<file path="src/rtl/hpp_pkg.sv">
package hpp_pkg;
  typedef enum logic [1:0] {
    OC_OTHER_A = 2'b00,
    OC_FIRST   = 2'b01,
    OC_SECOND  = 2'b10,
    OC_OTHER_B = 2'b11
  } oc_code_e;

  function automatic logic is_first(input logic [1:0] code);
    return code == OC_FIRST;
  endfunction

  function automatic logic is_second(input logic [1:0] code);
    return code == OC_SECOND;
  endfunction
endpackage

</file>
<file path="src/rtl/hpp_history.sv">
module hpp_history #(
  parameter int HIST_LEN = 4
) (
  input  logic                clk,
  input  logic                rst,
  input  logic                shift_en,
  input  logic                bit_in,
  output logic [HIST_LEN-1:0] hist
);
  generate
    if (HIST_LEN == 1) begin : g_one
      always_ff @(posedge clk) begin
        if (rst)           hist <= '0;
        else if (shift_en) hist <= bit_in;
      end
    end else begin : g_many
      always_ff @(posedge clk) begin
        if (rst)           hist <= '0;
        else if (shift_en) hist <= {hist[HIST_LEN-2:0], bit_in};
      end
    end
  endgenerate

  AST_HIST_NEWBIT: assert property (@(posedge clk) disable iff (rst)
    shift_en |=> hist[0] == $past(bit_in));
  AST_HIST_IDLE: assert property (@(posedge clk) disable iff (rst)
    !shift_en |=> $stable(hist));
endmodule

</file>
<file path="src/rtl/hpp_counter_table.sv">
module hpp_counter_table #(
  parameter int HIST_LEN = 4,
  parameter int CNT_W    = 4
) (
  input  logic                clk,
  input  logic                rst,
  input  logic                upd,
  input  logic [HIST_LEN-1:0] idx,
  input  logic                inc,
  output logic [CNT_W-1:0]    rd_cnt
);
  localparam int DEPTH = 1 << HIST_LEN;
  localparam logic [CNT_W-1:0] CMAX = {CNT_W{1'b1}};

  logic [CNT_W-1:0] cnt_q [DEPTH];

  always_ff @(posedge clk) begin
    for (int i = 0; i < DEPTH; i++) begin
      if (rst) begin
        cnt_q[i] <= '0;
      end else if (upd && idx == HIST_LEN'(i)) begin
        if (inc) cnt_q[i] <= (cnt_q[i] == CMAX) ? CMAX : cnt_q[i] + 1'b1;
        else     cnt_q[i] <= (cnt_q[i] == '0)   ? '0   : cnt_q[i] - 1'b1;
      end
    end
  end

  always_comb rd_cnt = cnt_q[idx];

  generate
    for (genvar g = 0; g < DEPTH; g++) begin : g_chk
      AST_CNT_TOP: assert property (@(posedge clk) disable iff (rst)
        (upd && idx == HIST_LEN'(g) && inc && cnt_q[g] == CMAX) |=> cnt_q[g] == CMAX);
      AST_CNT_FLOOR: assert property (@(posedge clk) disable iff (rst)
        (upd && idx == HIST_LEN'(g) && !inc && cnt_q[g] == '0) |=> cnt_q[g] == '0);
      AST_CNT_UNTOUCHED: assert property (@(posedge clk) disable iff (rst)
        !(upd && idx == HIST_LEN'(g)) |=> $stable(cnt_q[g]));
    end
  endgenerate
endmodule

</file>
<file path="src/rtl/hpp_select.sv">
module hpp_select #(
  parameter int CNT_W = 4
) (
  input  logic             clk,
  input  logic             rst,
  input  logic             mode_pair,
  input  logic [CNT_W-1:0] thresh,
  input  logic [CNT_W-1:0] cnt_a,
  input  logic [CNT_W-1:0] cnt_b,
  output logic             pred_p1
);
  logic [CNT_W-1:0] rhs;
  always_comb rhs = mode_pair ? cnt_b : thresh;

  always_ff @(posedge clk) begin
    if (rst) pred_p1 <= 1'b0;
    else     pred_p1 <= cnt_a > rhs;
  end

  AST_PRED_AFTER_RST: assert property (@(posedge clk) disable iff (rst)
    $past(rst) |-> !pred_p1);
  AST_PAIR_TIE: assert property (@(posedge clk) disable iff (rst)
    (mode_pair && cnt_a == cnt_b) |=> !pred_p1);
  AST_THR_BELOW: assert property (@(posedge clk) disable iff (rst)
    (!mode_pair && cnt_a <= thresh) |=> !pred_p1);
endmodule

</file>
<file path="src/rtl/hot_path_predictor.sv">
module hot_path_predictor #(
  parameter int HIST_LEN = 4,
  parameter int CNT_W    = 4
) (
  input  logic             clk,
  input  logic             rst,
  input  logic             oc_valid,
  output logic             oc_ready,
  input  logic [1:0]       oc_path,
  input  logic             mode_pair,
  input  logic [CNT_W-1:0] thresh,
  output logic             pred_p1
);
  import hpp_pkg::*;

  logic                accept;
  logic                hit_a, hit_b;
  logic [HIST_LEN-1:0] hist_a, hist_b;
  logic [CNT_W-1:0]    cnt_a, cnt_b;

  assign oc_ready = 1'b1;
  assign accept   = oc_valid && oc_ready;
  assign hit_a    = is_first(oc_path);
  assign hit_b    = is_second(oc_path);

  hpp_history #(.HIST_LEN(HIST_LEN)) u_hist_a (
    .clk(clk), .rst(rst), .shift_en(accept), .bit_in(hit_a), .hist(hist_a));
  hpp_history #(.HIST_LEN(HIST_LEN)) u_hist_b (
    .clk(clk), .rst(rst), .shift_en(accept), .bit_in(hit_b), .hist(hist_b));

  hpp_counter_table #(.HIST_LEN(HIST_LEN), .CNT_W(CNT_W)) u_tab_a (
    .clk(clk), .rst(rst), .upd(accept), .idx(hist_a), .inc(hit_a), .rd_cnt(cnt_a));
  hpp_counter_table #(.HIST_LEN(HIST_LEN), .CNT_W(CNT_W)) u_tab_b (
    .clk(clk), .rst(rst), .upd(accept), .idx(hist_b), .inc(hit_b), .rd_cnt(cnt_b));

  hpp_select #(.CNT_W(CNT_W)) u_sel (
    .clk(clk), .rst(rst), .mode_pair(mode_pair), .thresh(thresh),
    .cnt_a(cnt_a), .cnt_b(cnt_b), .pred_p1(pred_p1));

  AST_READY_HIGH: assert property (@(posedge clk) disable iff (rst)
    oc_ready);
  AST_B_TRACKS_SECOND: assert property (@(posedge clk) disable iff (rst)
    (oc_valid && oc_path == OC_SECOND) |=> hist_b[0] && !hist_a[0]);
  AST_MODE_KEEPS_STATE: assert property (@(posedge clk) disable iff (rst)
    (!oc_valid && mode_pair != $past(mode_pair)) |=> $stable(hist_a) && $stable(hist_b));
endmodule

</file>
<file path="config.mk">
export PLATFORM = sky130hd
export DESIGN_NAME = hot_path_predictor
export DESIGN_NICKNAME = d
export VERILOG_FILES = /design/src/rtl/hpp_pkg.sv /design/src/rtl/hpp_history.sv /design/src/rtl/hpp_counter_table.sv /design/src/rtl/hpp_select.sv /design/src/rtl/hot_path_predictor.sv
export SDC_FILE = /design/constraint.sdc
export NUM_CORES = 1
export LEC_CHECK = 0
export CORE_ASPECT_RATIO = 0.9
export CORE_MARGIN = 4
export CORE_UTILIZATION = 40
export DETAILED_ROUTE_END_ITERATION = 7
export SLEW_MARGIN = 5
export SYNTH_ARGS = -nofsm -noshare
export SYNTH_HDL_FRONTEND = slang
export SYNTH_SLANG_ARGS = --single-unit
</file>
<file path="constraint.sdc">
create_clock -name clk -period 2.88 [get_ports clk]
set_input_delay 0.864 -clock clk [delete_from_list [all_inputs] [get_ports clk]]
set_output_delay 0.864 -clock clk [all_outputs]
set_load 0.005 [all_outputs]
</file>
==> impl_metrics.yaml, run 1 <==
power_and_ir_drop:
  p_switching_mw: 1.561
  p_sw_frac: 0.2653
  seqPwrFrac: 0.448
  p_int_mw: 4.323
  power_leakage_nw: 4.718
  power_density_mw_per_mm2: 448.8
  comb_power_share: 0.128
  ir_worst_vdd_mv: 0.4089
  clkPwrFrac: 0.424
grt:
  grt_pass1_wl_mm: 47.80
  grt_antenna_before_repair: 0
  grt_pass1_vias: 9155
  grt_usage: 0.1799
  overflow: 0
  grt_max_degree: 44
synthesis:
  syn_area_mm2: 0.01178
  async_reset_ff_frac: 0
  synth-warning-count: 0
  synth_cells: 1241
  synth_ff_type: "edfxtp_1"
  syn_avg_cell_area_um2: 9.492
  ys_ff_latch: 145
  synth_nets: 1351
  synth_enable_flop_cells: 128
  synth_cell_types: 61
  ys_seq_area_frac: 0.3552
worst_setup_path:
  worstPathRequired_ns: 3.19
  cp_max_fo: 18
  start_kind: "primary input"
  crit_type: "in -> reg"
  crit_path_start: "oc_path[1]"
  reg2reg_depth: 9
  critPathCaptureType: "flop"
  path_cells: "clkdlybuf4s50_1, nor2b_1, nor2_2, nand3_1, o221ai_1, o21a_1"
  reg2reg_slack_ns: 0.24
  cp_slowest_cell: "nor2_2"
  reg2reg_to: "u_sel.pred_p1$_SDFF_PP0_"
  critPathMaxStageDelay_ns: 0.71
  critPathArrivalTime_ns: 3.01
  endpoint: "u_tab_b.cnt_q[11][2]$_DFFE_PP_"
sta:
  clock.fmax_mhz: 370.5
  period_share: 0.9371
  tightest_slew_ns: 0.9246
  setup_tns_ns: 0
  whs_ns: 0.6607
  finalHoldViolations: 0
  relSlewSlack: 0.3830
  rsz0062_at_grt: "false"
  fin_crit_ns: 2.699
  fin_skew_ns: 0.01333
  slew_violations: 0
  setup_violations: 0
finish:
  drive_above_1_share: 0.1198
  nFillCells: 2762
  final-seq-area_mm2: 0.004187
  final_nets: 1366
  final_cell_mix: "edfxtp_1, nor2_1, inv_1"
  multi_input_area_mm2: 0.006927
  n_antenna_cell: 0
  layout.cells.most_common: "edfxtp_1"
  syn2layout_area_growth_pct: 11.29
floorplan:
  io_pins: 12
  die_area_mm2: 0.03226
  core-area_mm2: 0.02894
  die_y_um: 170.8
  rows: 59
  die_w_um: 188.9
  start_util: 0.4071
worst_hold_path:
  holdPathStages: 2
  min_path_type: "reg -> reg"
drt:
  ant_nets: 0
  routed_via_density: 5.972
  first_pass_iters: 6
  wl_per_cell_um: 17.34
  first_iter_violations: 821
  drt_wl_total_mm: 28.87
  drc: 0
  vias: 9944
clock_network:
  cts.sink_count: 145
  cts_hold_buf: 0
  clk_latency_ns: 0.43
  clock_path_buffers: 2
  cts.htree.levels: 4
  root_buffer: "clkbuf_16"
  cts_tree: "built"
  cts_setup_buffers: 0
  clk_pin_slew_ns: 0.07
  cts_made_buffers: 17
place:
  hpwl_mm: 20.99
  portBuffers: 10
  place_congestion: 0.8717
flow_run:
  max-cap-violations: 0
outcome:
  status: "complete, no violations"
## synthesized netlist by cell type, types with 25 or more instances
library cell    n  area [um^2]
a21oi_1        53        265.3
a221oi_1       25        219.0
a31oi_1        36        225.2
clkbuf_1       30        112.6
edfxtp_1      128         3844
ha_1          100         1251
inv_1         104        390.4
mux4_2         36        810.8
nand2_1        45        168.9
nand2b_1       50        312.8
nand3_1        69        345.3
nand4_1        26        162.7
nor2_1        124        465.5
nor3_1         39        195.2
o21a_1         41        307.8
o21ai_0        44        220.2
o221ai_1       30        262.8
o22ai_1        30        187.7
## layer usage
metal  share of wire  vias up  routed length, um  global-route usage
met1            0.48     4820              13890              0.2651
met5               0        -                  0                   0
li1                -     4762                  -                   -
met4           0.020        0                587             0.05733
met2            0.45      325              12870              0.2770
met3           0.053       37               1517             0.02346
## state kept, by name, summed over array words and instances (netlist names), named ones only
name,count
u_sel.pred_p1,1
u_tab_b.cnt_q,64
u_hist_a.hist,4
u_hist_b.hist,4
u_tab_a.cnt_q,64
## metrics by stage
stage          setup slack, ns  std cells    util  total power [mW]  area [um^2]
2_1_floorplan           0.3790       1241       -             3.159        11780
3_3_place_gp           -0.1817       1633  0.4307             3.407        12460
3_5_place_dp           -0.2411       1633  0.4307             3.423        12460
4_1_cts                 0.1143       1665  0.4530             5.906        13110
5_1_grt                0.03252       1665  0.4530             6.119        13110
6_report                0.1811       1665  0.4530             5.884        13110
## cells by family after synthesis
logic type	share of synthesized area
AOI/OAI and AO/OA	0.2080
adders and majority gates	0.1062
muxes	0.08242
xor gates and xnor gates	0.0007436
DFF	0.3552
other	0.0003183
buffers and inverters	0.05682
and+or+nand+nor	0.1903
## layout make-up
type	count	share of cell area
Inverter	104	0.02978
Sequential cell	145	0.3193
Clock inverter	14	0.01632
Timing Repair Buffer	53	0.03569
Multi-Input combinational cell	935	0.5283
Clock buffer	18	0.03274
Tap cell	396	0.03779
## worst max-delay path: cells and delay by family
family                 cells  cell delay, ns
AOI/OAI and AO/OA          2            0.46
and+or+nand+nor            3            1.26
buffers and inverters      1            0.42
## power groups by stage
stage / Sequential, mW / Clock [mW] / Combinational, mW
2_1_floorplan: 2.56 / 0 / 0.601
6_report: 2.63 / 2.49 / 0.755
5_1_grt: 2.66 / 2.62 / 0.841
3_3_place_gp: 2.67 / 0 / 0.735
3_5_place_dp: 2.68 / 0 / 0.747
4_1_cts: 2.63 / 2.52 / 0.754
## worst min path at each step
stage / from / end / slack [ns]
global placement: u_hist_a.hist[3]$_SDFFE_PP0P_ / u_hist_a.hist[3]$_SDFFE_PP0P_ / 0.65
floorplan: u_hist_b.hist[3]$_SDFFE_PP0P_ / flop / 0.59
detailed placement: u_hist_a.hist[3]$_SDFFE_PP0P_ / flop / 0.65
CTS: u_hist_a.hist[3]$_SDFFE_PP0P_ / flop / 0.67
finish: u_hist_b.hist[2]$_SDFFE_PP0P_ / flop / 0.66
global route: u_hist_b.hist[3]$_SDFFE_PP0P_ / flop / 0.71
## what timing repair did
| action | CTS | global route |
|---|---|---|
| gates resized for setup | 0 | 2 |
| endpoints found under the setup margin | 0 | 1 |
| hold endpoints to repair | 0 | 0 |
Power figures use the tool's default switching activity.
==> run 2, diff against run 1 <==
--- a/config.mk
+++ b/config.mk
@@ -9,7 +9,7 @@
 export CORE_MARGIN = 4
 export CORE_UTILIZATION = 40
 export DETAILED_ROUTE_END_ITERATION = 7
-export SLEW_MARGIN = 5
+export SLEW_MARGIN = 30
 export SYNTH_ARGS = -nofsm -noshare
 export SYNTH_HDL_FRONTEND = slang
 export SYNTH_SLANG_ARGS = --single-unit
==> results of run 2 <==
Same layout as run 1: the final DEF is identical, and so are final timing and power.
